<file path="src/rtl/mbr_pkg.sv">
package mbr_pkg;

    typedef enum logic [2:0] {
        OP_NONE,
        OP_READ,
        OP_SET,
        OP_CLR,
        OP_CLASH
    } op_e;

    typedef enum logic [1:0] {
        MON_OPEN,
        MON_ACTIVE,
        MON_HOLD
    } mon_e;

endpackage

</file>
<file path="src/rtl/mbr_decoder.sv">
module mbr_decoder #(
    parameter int IN_W = 4,
    localparam int OUT_N = 1 << IN_W
) (
    input  logic [IN_W-1:0]  sel,
    output logic [OUT_N-1:0] hot
);

    for (genvar i = 0; i < OUT_N; i++) begin : g_line
        assign hot[i] = (sel == IN_W'(i));
    end

endmodule

</file>
<file path="src/rtl/mbr_array.sv">
module mbr_array #(
    parameter int ROWS = 16,
    parameter int COLS = 16
) (
    input  logic            clk,
    input  logic            rst_n,
    input  logic [ROWS-1:0] row_hot,
    input  logic [COLS-1:0] col_hot,
    input  logic            we,
    input  logic            wbit,
    output logic            rbit
);

    logic [ROWS*COLS-1:0] hit_bits;

    for (genvar r = 0; r < ROWS; r++) begin : g_row
        for (genvar c = 0; c < COLS; c++) begin : g_col
            logic cell_q;
            logic pick;

            assign pick = row_hot[r] & col_hot[c];

            always_ff @(posedge clk or negedge rst_n) begin
                if (!rst_n) begin
                    cell_q <= 1'b0;
                end else if (we && pick) begin
                    cell_q <= wbit;
                end
            end

            assign hit_bits[r*COLS+c] = pick & cell_q;
        end
    end

    assign rbit = |hit_bits;

endmodule

</file>
<file path="src/rtl/mbr_opctl.sv">
module mbr_opctl
    import mbr_pkg::*;
(
    input  logic clk,
    input  logic rst_n,
    input  logic cs_n,
    input  logic wr_set,
    input  logic wr_clr,
    input  logic rbit,
    output logic we,
    output logic wbit,
    output logic dout,
    output logic dout_en,
    output logic line_clash
);

    op_e  op_d;
    op_e  op_q;
    logic rd_q;
    logic clash_q;

    always_comb begin
        unique case ({cs_n, wr_set, wr_clr})
            3'b000:  op_d = OP_READ;
            3'b010:  op_d = OP_SET;
            3'b001:  op_d = OP_CLR;
            3'b011:  op_d = OP_CLASH;
            default: op_d = OP_NONE;
        endcase
    end

    assign we   = (op_d == OP_SET) || (op_d == OP_CLR);
    assign wbit = (op_d == OP_SET);

    // State register: last operation, captured read bit, sticky clash flag
    always_ff @(posedge clk or negedge rst_n) begin
        if (!rst_n) begin
            op_q    <= OP_NONE;
            rd_q    <= 1'b0;
            clash_q <= 1'b0;
        end else begin
            op_q <= op_d;
            if (op_d == OP_READ) begin
                rd_q <= rbit;
            end
            if (op_d == OP_CLASH) begin
                clash_q <= 1'b1;
            end
        end
    end

    // Output decode from the registered operation
    always_comb begin
        dout_en = 1'b0;
        dout    = 1'b0;
        unique case (op_q)
            OP_READ: begin
                dout_en = 1'b1;
                dout    = rd_q;
            end
            OP_NONE, OP_SET, OP_CLR, OP_CLASH: begin
                dout_en = 1'b0;
                dout    = 1'b0;
            end
            default: begin
                dout_en = 1'b0;
                dout    = 1'b0;
            end
        endcase
        line_clash = clash_q;
    end

endmodule

</file>
<file path="src/rtl/mbr_timing_mon.sv">
module mbr_timing_mon
    import mbr_pkg::*;
#(
    parameter int IN_W      = 10,
    parameter int SETUP_CYC = 25,
    parameter int HOLD_CYC  = 125,
    localparam int STAB_W   = $clog2(SETUP_CYC + 2),
    localparam int REM_W    = (HOLD_CYC > 1) ? $clog2(HOLD_CYC + 1) : 1
) (
    input  logic            clk,
    input  logic            rst_n,
    input  logic            cs_n,
    input  logic [IN_W-1:0] watched,
    output logic            fault
);

    localparam logic [STAB_W-1:0] STAB_MAX = STAB_W'(SETUP_CYC);
    localparam logic [REM_W-1:0]  REM_INIT = (HOLD_CYC > 1) ? REM_W'(HOLD_CYC - 1) : '0;

    mon_e              st_q, st_d;
    logic [IN_W-1:0]   last_q;
    logic              seen_q;
    logic [STAB_W-1:0] stab_q, stab_now;
    logic [REM_W-1:0]  rem_q, rem_d;
    logic              fault_q;
    logic              chg;
    logic              setup_bad;
    logic              viol;

    assign chg       = seen_q && (watched != last_q);
    assign stab_now  = chg ? '0 : ((stab_q >= STAB_MAX) ? STAB_MAX : stab_q + 1'b1);
    assign setup_bad = (stab_now < STAB_MAX);

    // Next-state and violation decode
    always_comb begin
        st_d  = st_q;
        rem_d = rem_q;
        viol  = 1'b0;
        unique case (st_q)
            MON_OPEN: begin
                if (!cs_n) begin
                    viol = setup_bad;
                    st_d = MON_ACTIVE;
                end
            end
            MON_ACTIVE: begin
                if (!cs_n) begin
                    viol = chg;
                end else begin
                    viol = chg && (HOLD_CYC > 0);
                    if (HOLD_CYC > 1) begin
                        st_d  = MON_HOLD;
                        rem_d = REM_INIT;
                    end else begin
                        st_d = MON_OPEN;
                    end
                end
            end
            MON_HOLD: begin
                if (!cs_n) begin
                    viol = setup_bad;
                    st_d = MON_ACTIVE;
                end else begin
                    viol = chg;
                    if (rem_q <= REM_W'(1)) begin
                        st_d = MON_OPEN;
                    end else begin
                        rem_d = rem_q - 1'b1;
                    end
                end
            end
            default: st_d = MON_OPEN;
        endcase
    end

    // State register
    always_ff @(posedge clk or negedge rst_n) begin
        if (!rst_n) begin
            st_q    <= MON_OPEN;
            rem_q   <= '0;
            last_q  <= '0;
            seen_q  <= 1'b0;
            stab_q  <= '0;
            fault_q <= 1'b0;
        end else begin
            st_q    <= st_d;
            rem_q   <= rem_d;
            last_q  <= watched;
            seen_q  <= 1'b1;
            stab_q  <= stab_now;
            fault_q <= fault_q | viol;
        end
    end

    assign fault = fault_q;

endmodule

</file>
<file path="src/rtl/matrix_bit_ram.sv">
module matrix_bit_ram #(
    parameter int ADDR_W    = 8,
    parameter int SETUP_CYC = 25,
    parameter int HOLD_CYC  = 125
) (
    input  logic              clk,
    input  logic              rst_n,
    input  logic              cs_n,
    input  logic [ADDR_W-1:0] addr,
    input  logic              wr_set,
    input  logic              wr_clr,
    output logic              dout,
    output logic              dout_en,
    output logic              line_clash,
    output logic              timing_fault
);

    localparam int ROW_W = ADDR_W / 2;
    localparam int COL_W = ADDR_W - ROW_W;
    localparam int ROWS  = 1 << ROW_W;
    localparam int COLS  = 1 << COL_W;
    localparam int MON_W = ADDR_W + 2;

    logic [ROWS-1:0] row_hot;
    logic [COLS-1:0] col_hot;
    logic            we;
    logic            wbit;
    logic            rbit;

    mbr_decoder #(.IN_W(ROW_W)) u_row_dec (
        .sel (addr[ADDR_W-1:COL_W]),
        .hot (row_hot)
    );

    mbr_decoder #(.IN_W(COL_W)) u_col_dec (
        .sel (addr[COL_W-1:0]),
        .hot (col_hot)
    );

    mbr_array #(.ROWS(ROWS), .COLS(COLS)) u_array (
        .clk     (clk),
        .rst_n   (rst_n),
        .row_hot (row_hot),
        .col_hot (col_hot),
        .we      (we),
        .wbit    (wbit),
        .rbit    (rbit)
    );

    mbr_opctl u_ctl (
        .clk        (clk),
        .rst_n      (rst_n),
        .cs_n       (cs_n),
        .wr_set     (wr_set),
        .wr_clr     (wr_clr),
        .rbit       (rbit),
        .we         (we),
        .wbit       (wbit),
        .dout       (dout),
        .dout_en    (dout_en),
        .line_clash (line_clash)
    );

    mbr_timing_mon #(
        .IN_W      (MON_W),
        .SETUP_CYC (SETUP_CYC),
        .HOLD_CYC  (HOLD_CYC)
    ) u_mon (
        .clk     (clk),
        .rst_n   (rst_n),
        .cs_n    (cs_n),
        .watched ({addr, wr_set, wr_clr}),
        .fault   (timing_fault)
    );

endmodule

</file>
<file path="config.mk">
export PLATFORM = sky130hd
export DESIGN_NAME = matrix_bit_ram
export DESIGN_NICKNAME = d
export VERILOG_FILES = /design/src/rtl/mbr_pkg.sv /design/src/rtl/mbr_decoder.sv /design/src/rtl/mbr_array.sv /design/src/rtl/mbr_opctl.sv /design/src/rtl/mbr_timing_mon.sv /design/src/rtl/matrix_bit_ram.sv
export SDC_FILE = /design/constraint.sdc
export NUM_CORES = 1
export LEC_CHECK = 0
export BUFFER_PORTS_ARGS = -buffer_cell sky130_fd_sc_hd__buf_4
export CORE_AREA = 2 2 179 181
export CTS_BUF_LIST = sky130_fd_sc_hd__clkbuf_4
export DETAILED_ROUTE_END_ITERATION = 10
export DIE_AREA = 0 0 181 183
export HOLD_SLACK_MARGIN = 0.06
export PLACE_DENSITY_LB_ADDON = 0.2
export SYNTH_ARGS = -nofsm -noshare
export SYNTH_HDL_FRONTEND = slang
export SYNTH_SLANG_ARGS = --single-unit
</file>
<file path="constraint.sdc">
create_clock -name clk -period 2.5 [get_ports clk]
set_input_delay 0 -clock clk [delete_from_list [all_inputs] [get_ports clk]]
set_output_delay 0 -clock clk [all_outputs]
set_load 0.03 [all_outputs]
</file>
==> impl_summary.md <==
Final layout
The share of layout cells above drive strength 1 is 0.198. Once layout is complete, the utilization of the core stands at 0.500. Relative to the synthesized area, the layout overhead comes to 20.5%. For this run, the post-layout net count is 1490.

GRT
The total routing resource utilization after global routing is 0.334. The global-route congestion overflow total is 0. The number of antenna violations at the first check in global routing was 1. The pin count of the biggest net entering global routing is 82.

The wire length of the first global-routing pass is 80.7 mm. The number of global-route vias before repair is 12081.

Timing
The setup TNS is -0.0399 ns. The highest attainable clock frequency is 394 MHz. The actual transition at the worst max-transition pin is 1.48 ns. The number of hold-slack violations in the final timing report is 0. Once routing completed, OpenROAD measured the worst setup slack at -0.0399 ns. The number of pins with negative max-slew slack in the final report was 1. The final clock period utilization by the worst path is 1.02.

Setup repair after global routing left no endpoint under its margin. Between clock sinks in the finished design, the worst skew comes to 0.0625 ns. Setup violations remaining at the end of the flow were counted as 1. The worst slew slack as a fraction of its limit is -0.00351. The routed design could run at a clock period as short as 2.54 ns.

Logic synthesis
The share of flip-flops with an asynchronous set or reset after synthesis is 1.00. The post-synthesis average cell area is 9.65 sq um. For this run, the register share of the synthesized area comes to 0.555. The share of synthesized cell area in and, or, nand and nor gates is 0.0927. The combinational family with the most area after synthesis is compound AO/OA/AOI/OAI gates.

The adder-cell share of the synthesized area is 0.00386. The most used flip-flop cell after synthesis is sky130_fd_sc_hd__dfrtp_1. The commonest cells after synthesis are sky130_fd_sc_hd__o21ai_0, sky130_fd_sc_hd__dfrtp_1, sky130_fd_sc_hd__clkbuf_1, sky130_fd_sc_hd__a22oi_1, sky130_fd_sc_hd__nand2_1. In the post-synthesis netlist, the biggest area contributors are sky130_fd_sc_hd__dfrtp_1, sky130_fd_sc_hd__o21ai_0, sky130_fd_sc_hd__a22oi_1, sky130_fd_sc_hd__clkbuf_1, sky130_fd_sc_hd__nand2_1. The total nets after synthesis is 1359. The synthesized design contains 287 register bits. The fraction of the mapped netlist area in compound gates is 0.295.

After synthesis the cells add up to 0.0129 sq mm. The synthesized design contains 0 enable-type register cells. The count of different cell masters after synthesis is 51.

Of the post-synthesis cell area, the dominant cell type holds 0.555. sky130_fd_sc_hd__dfrtp_1 takes more of the synthesized area than any other cell. Of the post-synthesis cell area, the part taken by muxes is 0.000773. The post-synthesis xor/xnor area fraction is 0.0108. Synthesis produced 1342 cells. The leading cell type by number of instances after synthesis is sky130_fd_sc_hd__o21ai_0. The number of synthesis warnings is 0.

Critical path
For this run, the slowest stage of the critical path takes 0.54 ns. The kind of end point of the critical path is a flop. STA classifies the critical path startpoint as an input port. The depth of the critical timing path with buffers and inverters included is 10. The library cell contributing the largest single delay on the critical path is sky130_fd_sc_hd__nor4_1. The most critical setup path has its startpoint at addr[1]. In this run the critical register-to-register path is captured at u_ctl.rd_q.

For the worst flop-to-flop path, the logic depth is 7. The arrival time at the worst endpoint is 3.18 ns. The category of the critical setup timing path is input port to flop. The most numerous cell type found on the critical path is sky130_fd_sc_hd__buf_4. Data on the critical path is required at its endpoint by 3.14 ns. The signal on the critical path passes through dlygate4sd3_1, buf_4, and4b_1, buf_4, a22oi_1, o22ai_1, nor4_1, nand2_1, or3_1, o32a_1.

Counting both buffers and inverters, the worst setup path holds a total of 3. Of all nets on the critical path, the largest fanout is 15. The largest delay contributor family on the critical path is simple AND/OR/NAND/NOR gates. The start of the worst register-to-register path is u_array.g_row[3].g_col[11].cell_q. The flop-to-flop setup slack is 0.16 ns. The critical path ends at u_ctl.rd_q.

Die
The floorplan step set the die height to 183 um. The starting utilization of the core area is 0.415. The core footprint is 0.0312 sq mm. The number of rows in the core area is 65. The area of the die is 0.0331 sq mm. The number of top-level design ports is 17. Measured along the x axis, the die boundary spans 181 um.

Power
The maximum ir drop on the vdd rail is 0.339 mV. The power per unit of standard cell area is 647 mW/mm^2. The total design power is 10.1 mW. In this run the static leakage power is 6.53 nW.

Clocking
In this run, CTS created clock tree buffers numbering 81. After clock tree synthesis, the clock-pin slew on the worst setup and hold paths is 0.06 ns. The clock sink count is 287. The clock root buffer is sky130_fd_sc_hd__clkbuf_4.

The H-tree was split into 3 levels. TritonCTS built the clock tree. The clock latency reported for the late side of the worst-skew pair is 0.76 ns. Counting along the longest clock path gives a buffer depth of 3. The number of buffers added for setup after CTS is 0.

Min path
The min-delay analysis places its worst path in the category input port to flop. The startpoint identified for the worst hold timing path is cs_n. The worst hold path was traced through 3 stages.

Route
Summing over every cut layer, the via total after detailed routing is 12392. The per-cell via count in the routed design is 6.40. In the routed design, unresolved DRC markers number 1. The post-detailed-routing wire length is 54.5 mm.

The antenna violation net count after detailed routing is 0. The detail-routed net length per standard cell is 28.1 um. The violation count after the first detailed-route iteration is 1722.

The detailed-routing iteration count for the pre-antenna-repair pass is 11.

Run
Max-cap violations in this run came to 1.

Placed design
The number of input and output port buffers inserted is 16. The HPWL reported at the end of detailed placement is 37.5 mm. Routability-driven placement finished with a final weighted congestion of 1.05.

Status
The run finished, with violations left. The checks that failed: DRC, capacitance limit, slew limit, setup timing.
## per-layer routing
| layer | up-vias | share of wire | GRT usage |
|---|---|---|---|
| met3 | 169 | 0.096 | 0.0695 |
| li1 | 5324 | - | - |
| met1 | 6156 | 0.41 | 0.458 |
| met5 | - | 0 | 0 |
| met2 | 743 | 0.44 | 0.509 |
| met4 | 0 | 0.050 | 0.161 |
## power breakdown
part | switching [mW] | total [mW] | internal [mW]
Combinational | 0.511 | 0.771 | 0.260
Sequential | 0.125 | 4.92 | 4.79
Clock | 2.09 | 4.41 | 2.33
## flip-flops by register name (all words and copies together) (netlist names)
| name | flops |
|---|---|
| u_mon.rem_q | 7 |
| u_ctl.op_q | 3 |
| u_mon.stab_q | 5 |
| u_ctl.rd_q | 1 |
| u_array.g_row.g_col.cell_q | 256 |
| u_mon.last_q | 10 |
| u_mon.st_q | 2 |
| u_mon.fault | 1 |
| u_mon.seen_q | 1 |
| u_ctl.line_clash | 1 |
## how the worst min path moves through the flow
| stage | to | slack (ns) |
|---|---|---|
| after floorplan | u_array.g_row[0].g_col[0].cell_q | -0.30 |
| after global placement | u_mon.stab_q[0] | 0.07 |
| after detailed placement | u_mon.stab_q[0] | 0.07 |
| after CTS | u_mon.st_q[0] | 0.07 |
| after global routing | u_mon.st_q[0] | 0.07 |
| final | u_mon.st_q[0] | 0.09 |
## metrics by stage
stage,setup slack (ns),std cells,cell area (sq um),hold slack (ns)
floorplan,0.425,1342,12900,-0.296
global placement,-0.0845,1774,14400,0.0692
detailed placement,-0.119,1774,14400,0.0742
CTS,0.142,1935,15600,0.0660
global route,0.0361,1936,15600,0.0719
finish,-0.0399,1936,15600,0.0917
## cell families (layout without fill, tap and decap cells)
group | Yosys count | count (layout)
multiplexers | 1 | 1
other | 1 | 2
flip-flops | 287 | 287
AND/OR/NAND/NOR | 214 | 214
adder cells (fa/ha/maj) | 4 | 4
XOR/XNOR | 16 | 16
AO/OA/AOI/OAI | 685 | 685
buffers and inverters | 134 | 325
## worst min-delay path, stage by stage
cell and delay [ns]:
sky130_fd_sc_hd__dlygate4sd3_1 0.53, sky130_fd_sc_hd__buf_4 0.16, sky130_fd_sc_hd__a21oi_1 0.05
## placed cells by master (no fill, tap or decap), drive strengths merged, types with 10 or more instances in the layout
master	netlist	layout
dfrtp	287	287
buf	26	157
nor2	14	14
o22ai	26	26
dlygate4sd3	0	18
clkinv	0	23
nor4bb	11	11
nand2	67	67
a22oi	91	91
clkbuf	101	115
nor4	12	12
nand3	47	47
nand4	10	10
xnor2	13	13
a21oi	17	17
o21ai	516	516
## layout make-up
type	count	area, sq um
repair buffers	175	1520
well taps	402	503
multi-input cells	921	5350
clock buffers	115	863
diodes	1	2.50
inverters	7	26.3
clock inverters	28	166
flip-flops and latches	287	7180
fillers	2945	15600
## timing repair
item | 4_1_cts | 5_1_grt
endpoints found under the setup margin | 0 | 1
resized for setup | 0 | 1
hold buffers | 18 | 0
endpoints found under the hold margin | 348 | 0
No activity file was read; power rests on OpenSTA's default activity.
